`src/rtl/anc_pkg.sv`:
```
package anc_pkg;
    typedef enum logic [0:0] {
        ST_OPEN = 1'b0,
        ST_HELD = 1'b1
    } mb_state_t;

    localparam logic [7:0] ADDR_STATUS = 8'h10;
    localparam logic [7:0] ADDR_ERROR  = 8'h11;
    localparam logic [7:0] ADDR_CNT_LO = 8'h60;
    localparam logic [7:0] ADDR_CNT_HI = 8'h61;
    localparam logic [7:0] ADDR_DATA0  = 8'h7E;
    localparam logic [7:0] ERR_OVERRUN = 8'h01;
endpackage

```
`src/rtl/anc_store.sv`:
```
module anc_store #(
    parameter int DEPTH  = 56,
    parameter int IDX_W  = 6,
    parameter int DATA_W = 8
) (
    input  logic                    clk,
    input  logic                    rst_n,
    input  logic                    we,
    input  logic [IDX_W-1:0]        idx,
    input  logic [DATA_W-1:0]       din,
    output logic [DEPTH*DATA_W-1:0] q
);
    for (genvar i = 0; i < DEPTH; i++) begin : g_slot
        always_ff @(posedge clk or negedge rst_n) begin
            if (!rst_n) begin
                q[i*DATA_W +: DATA_W] <= '0;
            end else if (we && idx == IDX_W'(i)) begin
                q[i*DATA_W +: DATA_W] <= din;
            end
        end
    end
endmodule

```
`src/rtl/anc_ctrl.sv`:
```
module anc_ctrl
    import anc_pkg::*;
#(
    parameter int CNT_W = 16,
    parameter int ERR_W = 8
) (
    input  logic             clk,
    input  logic             rst_n,
    input  logic             frame_done,
    input  logic [CNT_W-1:0] frame_bits,
    input  logic             clr_req,
    input  logic             err_clr_req,
    output logic             held,
    output logic             accept,
    output logic [CNT_W-1:0] bit_cnt,
    output logic [ERR_W-1:0] err_code
);
    mb_state_t state, state_nx;

    always_ff @(posedge clk or negedge rst_n) begin
        if (!rst_n) state <= ST_OPEN;
        else        state <= state_nx;
    end

    always_comb begin
        state_nx = state;
        unique case (state)
            ST_OPEN: if (frame_done) state_nx = ST_HELD;
            ST_HELD: if (clr_req)    state_nx = ST_OPEN;
        endcase
    end

    always_ff @(posedge clk or negedge rst_n) begin
        if (!rst_n) begin
            bit_cnt  <= '0;
            err_code <= '0;
        end else begin
            unique case (state)
                ST_OPEN: begin
                    if (frame_done) bit_cnt <= frame_bits;
                    if (err_clr_req) err_code <= '0;
                end
                ST_HELD: begin
                    if (frame_done)       err_code <= ERR_W'(ERR_OVERRUN);
                    else if (err_clr_req) err_code <= '0;
                end
            endcase
        end
    end

    assign held   = (state == ST_HELD);
    assign accept = (state == ST_OPEN);
endmodule

```
`src/rtl/anc_readmux.sv`:
```
module anc_readmux
    import anc_pkg::*;
#(
    parameter int DEPTH  = 56,
    parameter int DATA_W = 8,
    parameter int CNT_W  = 16,
    parameter int AW     = 8
) (
    input  logic                    clk,
    input  logic                    rst_n,
    input  logic [AW-1:0]           addr,
    input  logic [DEPTH*DATA_W-1:0] data_flat,
    input  logic                    held,
    input  logic [CNT_W-1:0]        bit_cnt,
    input  logic [DATA_W-1:0]       err_code,
    output logic [DATA_W-1:0]       rdata
);
    localparam int BASE = int'(ADDR_DATA0);
    localparam int LAST = BASE + DEPTH - 1;

    logic [DATA_W-1:0] rd_nx;
    int                a_int;

    always_comb begin
        a_int = int'(addr);
        rd_nx = '0;
        if (a_int >= BASE && a_int <= LAST) begin
            rd_nx = data_flat[(a_int - BASE)*DATA_W +: DATA_W];
        end else if (addr == AW'(ADDR_STATUS)) begin
            rd_nx = DATA_W'(held);
        end else if (addr == AW'(ADDR_ERROR)) begin
            rd_nx = err_code;
        end else if (addr == AW'(ADDR_CNT_LO)) begin
            rd_nx = bit_cnt[DATA_W-1:0];
        end else if (addr == AW'(ADDR_CNT_HI)) begin
            rd_nx = bit_cnt[CNT_W-1:DATA_W];
        end
    end

    always_ff @(posedge clk or negedge rst_n) begin
        if (!rst_n) rdata <= '0;
        else        rdata <= rd_nx;
    end
endmodule

```
`src/rtl/anc_mailbox.sv`:
```
module anc_mailbox
    import anc_pkg::*;
#(
    parameter int DEPTH  = 56,
    parameter int IDX_W  = 6,
    parameter int DATA_W = 8,
    parameter int CNT_W  = 16,
    parameter int AW     = 8
) (
    input  logic              clk,
    input  logic              rst_n,
    input  logic              wr_valid,
    input  logic [IDX_W-1:0]  wr_index,
    input  logic [DATA_W-1:0] wr_data,
    input  logic              frame_done,
    input  logic [CNT_W-1:0]  frame_bits,
    input  logic [AW-1:0]     host_addr,
    input  logic              host_wr,
    input  logic [DATA_W-1:0] host_wdata,
    output logic [DATA_W-1:0] host_rdata
);
    logic                    held;
    logic                    accept;
    logic [CNT_W-1:0]        bit_cnt;
    logic [DATA_W-1:0]       err_code;
    logic [DEPTH*DATA_W-1:0] data_flat;
    logic                    clr_req;
    logic                    err_clr_req;

    assign clr_req     = host_wr && host_addr == AW'(ADDR_STATUS) && host_wdata[0];
    assign err_clr_req = host_wr && host_addr == AW'(ADDR_ERROR) && host_wdata == '0;

    anc_ctrl #(.CNT_W(CNT_W), .ERR_W(DATA_W)) u_ctrl (
        .clk(clk), .rst_n(rst_n), .frame_done(frame_done), .frame_bits(frame_bits),
        .clr_req(clr_req), .err_clr_req(err_clr_req), .held(held), .accept(accept),
        .bit_cnt(bit_cnt), .err_code(err_code)
    );

    anc_store #(.DEPTH(DEPTH), .IDX_W(IDX_W), .DATA_W(DATA_W)) u_store (
        .clk(clk), .rst_n(rst_n), .we(wr_valid && accept), .idx(wr_index),
        .din(wr_data), .q(data_flat)
    );

    anc_readmux #(.DEPTH(DEPTH), .DATA_W(DATA_W), .CNT_W(CNT_W), .AW(AW)) u_rd (
        .clk(clk), .rst_n(rst_n), .addr(host_addr), .data_flat(data_flat),
        .held(held), .bit_cnt(bit_cnt), .err_code(err_code), .rdata(host_rdata)
    );
endmodule

```
`config.mk`:
```
export PLATFORM = sky130hd
export DESIGN_NAME = anc_mailbox
export DESIGN_NICKNAME = d
export VERILOG_FILES = /design/src/rtl/anc_pkg.sv /design/src/rtl/anc_store.sv /design/src/rtl/anc_ctrl.sv /design/src/rtl/anc_readmux.sv /design/src/rtl/anc_mailbox.sv
export SDC_FILE = /design/constraint.sdc
export NUM_CORES = 1
export LEC_CHECK = 0
export BUFFER_PORTS_ARGS = -buffer_cell sky130_fd_sc_hd__buf_2
export CORE_UTILIZATION = 59
export CTS_CLUSTER_DIAMETER = 120
export CTS_CLUSTER_SIZE = 30
export DETAILED_ROUTE_END_ITERATION = 10
export GPL_ROUTABILITY_DRIVEN = 0
export HOLD_SLACK_MARGIN = 0.05
export PLACE_DENSITY = 0.83
export SLEW_MARGIN = 20
export SYNTH_ARGS = -nofsm -noshare
export SYNTH_HDL_FRONTEND = slang
export SYNTH_SLANG_ARGS = --single-unit
```
`constraint.sdc`:
```
create_clock -name clk -period 4.7 [get_ports clk]
set_clock_uncertainty 0.15 [all_clocks]
set_input_delay 0.94 -clock clk [delete_from_list [all_inputs] [get_ports clk]]
set_output_delay 0.94 -clock clk [all_outputs]
set_load 0.01 [all_outputs]
```
Word level (Yosys, flattened, before mapping)
Cells that the tools add are included.
{"block": "classes", "n_addsub": 1, "magnitude_cmp": 2, "eq_ne": 59, "shift": 1, "muxes": 11, "n_bitwise": 1, "n_reduce_logical": 65}
{"op": "448-bit by 32-bit variable part select with 8-bit output", "count": 1}
{"op": "6-bit == test (second input constant)", "count": 24}
{"op": "6-bit by 5-bit == test with 1-bit output (second input constant)", "count": 16}
{"op": "1-bit logical AND", "count": 62}
{"op": "8-bit 2-to-1 mux", "count": 7}
{"op": "6-bit by 4-bit == test with 1-bit output (second input constant)", "count": 8}
{"op": "6-bit by 3-bit == test with 1-bit output (second input constant)", "count": 4}
{"op": "8-bit by 5-bit == test with 1-bit output (second input constant)", "count": 2}
{"op": "8-bit by 7-bit == test with 1-bit output (second input constant)", "count": 2}
{"op": "8-bit case mux with 2 select lines", "count": 1}
{"op": "6-bit by 2-bit == test with 1-bit output (second input constant)", "count": 2}
{"op": "8-bit by 7-bit subtractor with 9-bit output (second input constant)", "count": 1}
{"op": "8-bit by 7-bit greater-or-equal comparator with 1-bit output (second input constant)", "count": 1}
{"op": "8-bit less-or-equal comparator (second input constant)", "count": 1}
{"op": "8-bit logical NOT", "count": 1}
{"op": "6-bit by 1-bit == test with 1-bit output (second input constant)", "count": 1}
{"op": "6-bit logical NOT", "count": 1}
{"op": "1-bit 2-to-1 mux", "count": 2}
{"op": "1-bit case mux with 2 select lines", "count": 1}
{"op": "2-bit AND reduction", "count": 1}
{"op": "1-bit NOT", "count": 1}
{"block": "totals", "reg_bits": 481, "inputBits": 51, "out_inout_bits": 8, "elab_cells": 200}

Longest topological paths before layout
{"block": "logic_depth", "ltp_word": 6, "mapped_depth": 10, "mapped_depth_nobuf": 7}

Modules after synthesis
Synthesis repeated with hierarchy kept, for this count alone.
{"block": "hier_totals", "hier_cells": 1455, "area_unflattened_um2": 22471.6}
{"module": "anc_store", "instances": 1, "cells_per_inst": 1037, "area_each_um2": 17003.8, "seq_area_each_um2": 11210.8}
{"module": "anc_readmux", "instances": 1, "cells_per_inst": 353, "area_each_um2": 4438.0, "seq_area_each_um2": 200.2}
{"module": "anc_ctrl", "instances": 1, "cells_per_inst": 57, "area_each_um2": 952.2, "seq_area_each_um2": 625.6}
{"module": "anc_mailbox", "instances": 1, "cells_per_inst": 8, "area_each_um2": 77.6, "seq_area_each_um2": 0.0}

Least setup slack after synthesis
Ideal clock, no wire load.
{"block": "synth_timing", "path_kind": "input to register", "start": "in host_addr[1]", "end": "reg u_rd.rdata[1]", "setup_ns": 0.134, "arrival_ns": 2.499, "t_required_ns": 4.416, "setup_slack_ns": 1.917, "stages": 9, "n_path_buf": 3, "cell_sequence": "ha_1 buf_2 buf_4 buf_2 inv_1 a31oi_1 nand3_1 nand3_1 o21ai_1"}
{"block": "synth_via", "elab_chain_cells": 6, "elab_cells_between_ends": 14, "cone_classes": "add/sub: 1; order compare: 2; eq/ne: 4; shift: 1; mux: 5; reduce/logical: 1"}
{"item": "start: declaration", "line_no": "anc_mailbox.sv:17", "rtl": "input logic [AW-1:0] host_addr,"}
{"item": "parallel branches: the longest is 5 deep, another holds 8-bit by 7-bit subtractor with 9-bit output"}
{"item": "8-bit 2-to-1 mux *", "line_no": "anc_readmux.sv:27", "rtl": "if (a_int >= BASE && a_int <= LAST) begin"}
{"item": "net u_rd.rd_nx[1]", "line_no": "anc_readmux.sv:21", "rtl": "logic [DATA_W-1:0] rd_nx;"}
{"item": "end signal: assignment", "line_no": "anc_readmux.sv:42", "rtl": "else rdata <= rd_nx;"}
{"item": "end: declaration", "line_no": "anc_readmux.sv:16", "rtl": "output logic [DATA_W-1:0] rdata"}
Mark *: on every way through the listed nets, which the timed path passes.
A chain may end at the register's enable or synchronous reset.

Worst setup path after layout
{"block": "layout_timing", "start": "in host_addr[1]", "end": "reg u_rd.rdata[5]"}
The elaborated chain is that of the path after synthesis.

==> impl_metrics.csv <==
group,metric,value,unit
finish,final_common_cell,"mux2_2",
finish,fin_util,64.3,%
routing,wl_per_cell,25.3,um
sta,rsz0062_at_grt,"false",
floorplan,initial_core_util,60.4,%
routing,drcViolationCount,0,
routing,routed_wl,53.7,mm
clock_network,path_clk_slew,120,ps
setup_path,max_stage_delay,920,ps
sta,setup-violations-final,0,
setup_path,r2r-end,"u_store.q[324]$_DFFE_PN0P_",
floorplan,die_x,196,um
sta,hold_viol,0,
clock_network,hold_buffers,0,
synth,ys_top_cells_by_area,"dfrtp_1 (54%), mux2_2 (26%), mux2i_1 (5.1%), mux4_2 (3.3%), nand2_1 (1.6%)",
placement,dp_cells,2089,
synth,ys_seq_elements,481,
clock_network,clock-sinks,481,
setup_path,crit_fanout,27,
grt,grt_max_degree,117,
clock_network,clk_latency,580,ps
finish,fin_cells,2119,
power,total_leakage_power,11.6,nW
setup_path,critPathKind,"in2reg",
setup_path,critPathArrivalTime,3430,ps
sta,period_needed,3150,ps
synth,syn_area,22300,um2
floorplan,num_io_pins,59,
placement,dp_hpwl,35.6,mm
sta,holdWs,317,ps
sta,drv_slew,0,
routing,detail-route-antenna-nets,0,
power,ir_drop,0.225,mV
synth,synth_cell_types,50,
grt,antenna_found_initial,3,
routing,drt-pass1-iter-count,7,
sta,layout_worst_path_cycle_share,67.1,%
sta,worst_slew_pin_slew,1100,ps
clock_network,post-cts-setup-buffers,0,
setup_path,cp-start-kind,"input pin",
sta,relSlewSlack,25.9,%
run,maxCapViolations,0,
floorplan,rows,70,
power,cellPowerDensity,319,nW/um2
clock_network,cts_tree,"done",
setup_path,cp.required,4970,ps
grt,track_usage,28.8,%
setup_path,critical_path.cell_chain,"buf_2 -> buf_4 -> or3_4 -> nor4_4 -> and2_1 -> a222oi_1 -> o21ai_1",
finish,fin_nets,1662,
clock_network,cts-root-buf,"clkbuf_16",
grt,grt_pass1_vias,14400,
placement,dp_slack,1010,ps
grt,grt_pass1_wl,85.6,mm
clock_network,h-tree-depth,1,
setup_path,r2r_cells,5,
synth,ys_warn_count,0,
finish,fillers,2671,
synth,synth_area_leader_cell,"dfrtp_1",
setup_path,endpoint_kind,"flip-flop",
finish,mostFrequentLayoutCells,"mux2_2 (506), dfrtp_1 (481), mux2i_1 (113)",
floorplan,die_area,38500,um2
clock_network,postCtsResizedCells,0,
grt,gr-total-overflow,0,
routing,drtIter0Drc,1123,
floorplan,core,36900,um2
run_status,outcome,"complete, no violations",
finish,final_area,23700,um2
clock_network,cts_inserted_buffers,20,
synth,synth_area_per_cell,13.9,um2
sta,setup_slack,1550,ps
synth,synth_seq_area_share,54.0,%
setup_path,crit_path_start,"host_addr[1]",
synth,synthesis.nets,1657,
setup_path,critPathSlowestCell,"a222oi_1",
power,power,7.56,mW
floorplan,die_y,196,um
finish,drive_gt1_share,42.6,%
sta,fmax,317,MHz
clock_network,clockBufferDepth,3,
placement,placed_area,23100,um2
synth,synthCells,1605,
setup_path,r2r_start,"u_ctrl.held$_DFF_PN0_",
placement,numPortBuffers,58,
routing,vias,13700,
setup_path,ff2ff_setup_slack,1930,ps
synth,synth.top_cell.area_share,54.0,%
sta,finalSetupTns,0,ps
hold_path,hold_path.class,"in2async",
routing,via_per_inst,6.46,
finish,area_growth,6.38,%
## power by group
part	total, mW	internal, mW	leakage, nW	switching, mW
Sequential	4.54	4.40	6.60	0.143
Clock	2.07	0.794	0.266	1.28
Combinational	0.946	0.429	4.74	0.517
## synth_stat cells (all sizes together)
| cell type | number |
|---|---|
| mux2 | 513 |
| nand4 | 2 |
| and2 | 11 |
| nand2 | 96 |
| buf | 36 |
| a222oi | 7 |
| nor4 | 5 |
| o22ai | 39 |
| o31ai | 2 |
| or2 | 6 |
| nand3b | 1 |
| a22oi | 32 |
| and3 | 3 |
| or3 | 4 |
| a221oi | 16 |
| ha | 1 |
| a31oi | 2 |
| o21ai | 23 |
| xor2 | 1 |
| nor2 | 25 |
| dfrtp | 481 |
| clkbuf | 78 |
| mux4 | 33 |
| nor2b | 6 |
| a21o | 1 |
| a21oi | 4 |
| o32a | 1 |
| xnor2 | 2 |
| nand2b | 7 |
| nand3 | 22 |
| mux2i | 113 |
| o22a | 8 |
| a22o | 1 |
| nor3 | 8 |
| or4 | 2 |
| o21bai | 1 |
| inv | 5 |
| a221o | 7 |
## worst max-delay path by stage
stage / end / depth (start not counted)
global route: u_rd.rdata[5]$_DFF_PN0_ / 7
CTS: u_rd.rdata[5]$_DFF_PN0_ / 7
floorplan: u_rd.rdata[1]$_DFF_PN0_ / 9
global placement: u_rd.rdata[5]$_DFF_PN0_ / 7
detailed placement: u_rd.rdata[5]$_DFF_PN0_ / 7
finish: u_rd.rdata[5]$_DFF_PN0_ / 7
## worst max-delay path, delay by kind of cell
family / cells / cell delay (ps)
AOI/OAI and AO/OA: 2 / 1060
buffers and inverters: 2 / 820
and+or+nand+nor: 3 / 580
## cell families (layout without fill, tap and decap cells)
group | after synthesis | in the layout | share of synthesized area (%)
buffers and inverters | 119 | 125 | 2.39
adder cells (fa/ha/maj) | 1 | 1 | 0.0562
AND/OR/NAND/NOR | 198 | 198 | 4.41
AO/OA/AOI/OAI | 144 | 144 | 4.63
flip-flops | 481 | 481 | 54.0
multiplexers | 659 | 659 | 34.4
XOR/XNOR | 3 | 3 | 0.118
other | 0 | 4 | 0
## state kept, by name (all words and copies together) (netlist names)
name,count
u_ctrl.bit_cnt,16
u_store.q,448
u_ctrl.held,1
u_ctrl.err_code,8
u_rd.rdata,8
## final cells by class
| cell class | instances | area, um2 | area share (%) |
|---|---|---|---|
| sequential | 481 | 12000 | 50.8 |
| multi-input combinational | 1005 | 9720 | 41.0 |
| timing repair buffer | 97 | 727 | 3.07 |
| tap | 504 | 631 | 2.66 |
| clock buffer | 21 | 504 | 2.13 |
| clock inverter | 2 | 46.3 | 0.195 |
| inverter | 5 | 18.8 | 0.0792 |
| antenna | 4 | 10.0 | 0.0422 |
## layer usage
metal / routed length (um) / vias to the layer above / global-route usage (%)
met5: 0 / - / 0
met4: 1790 / 0 / 9.52
met3: 2970 / 102 / 3.35
met2: 25800 / 432 / 46.7
met1: 23100 / 7268 / 40.6
li1: - / 5885 / -
Power figures use the tool's default switching activity.
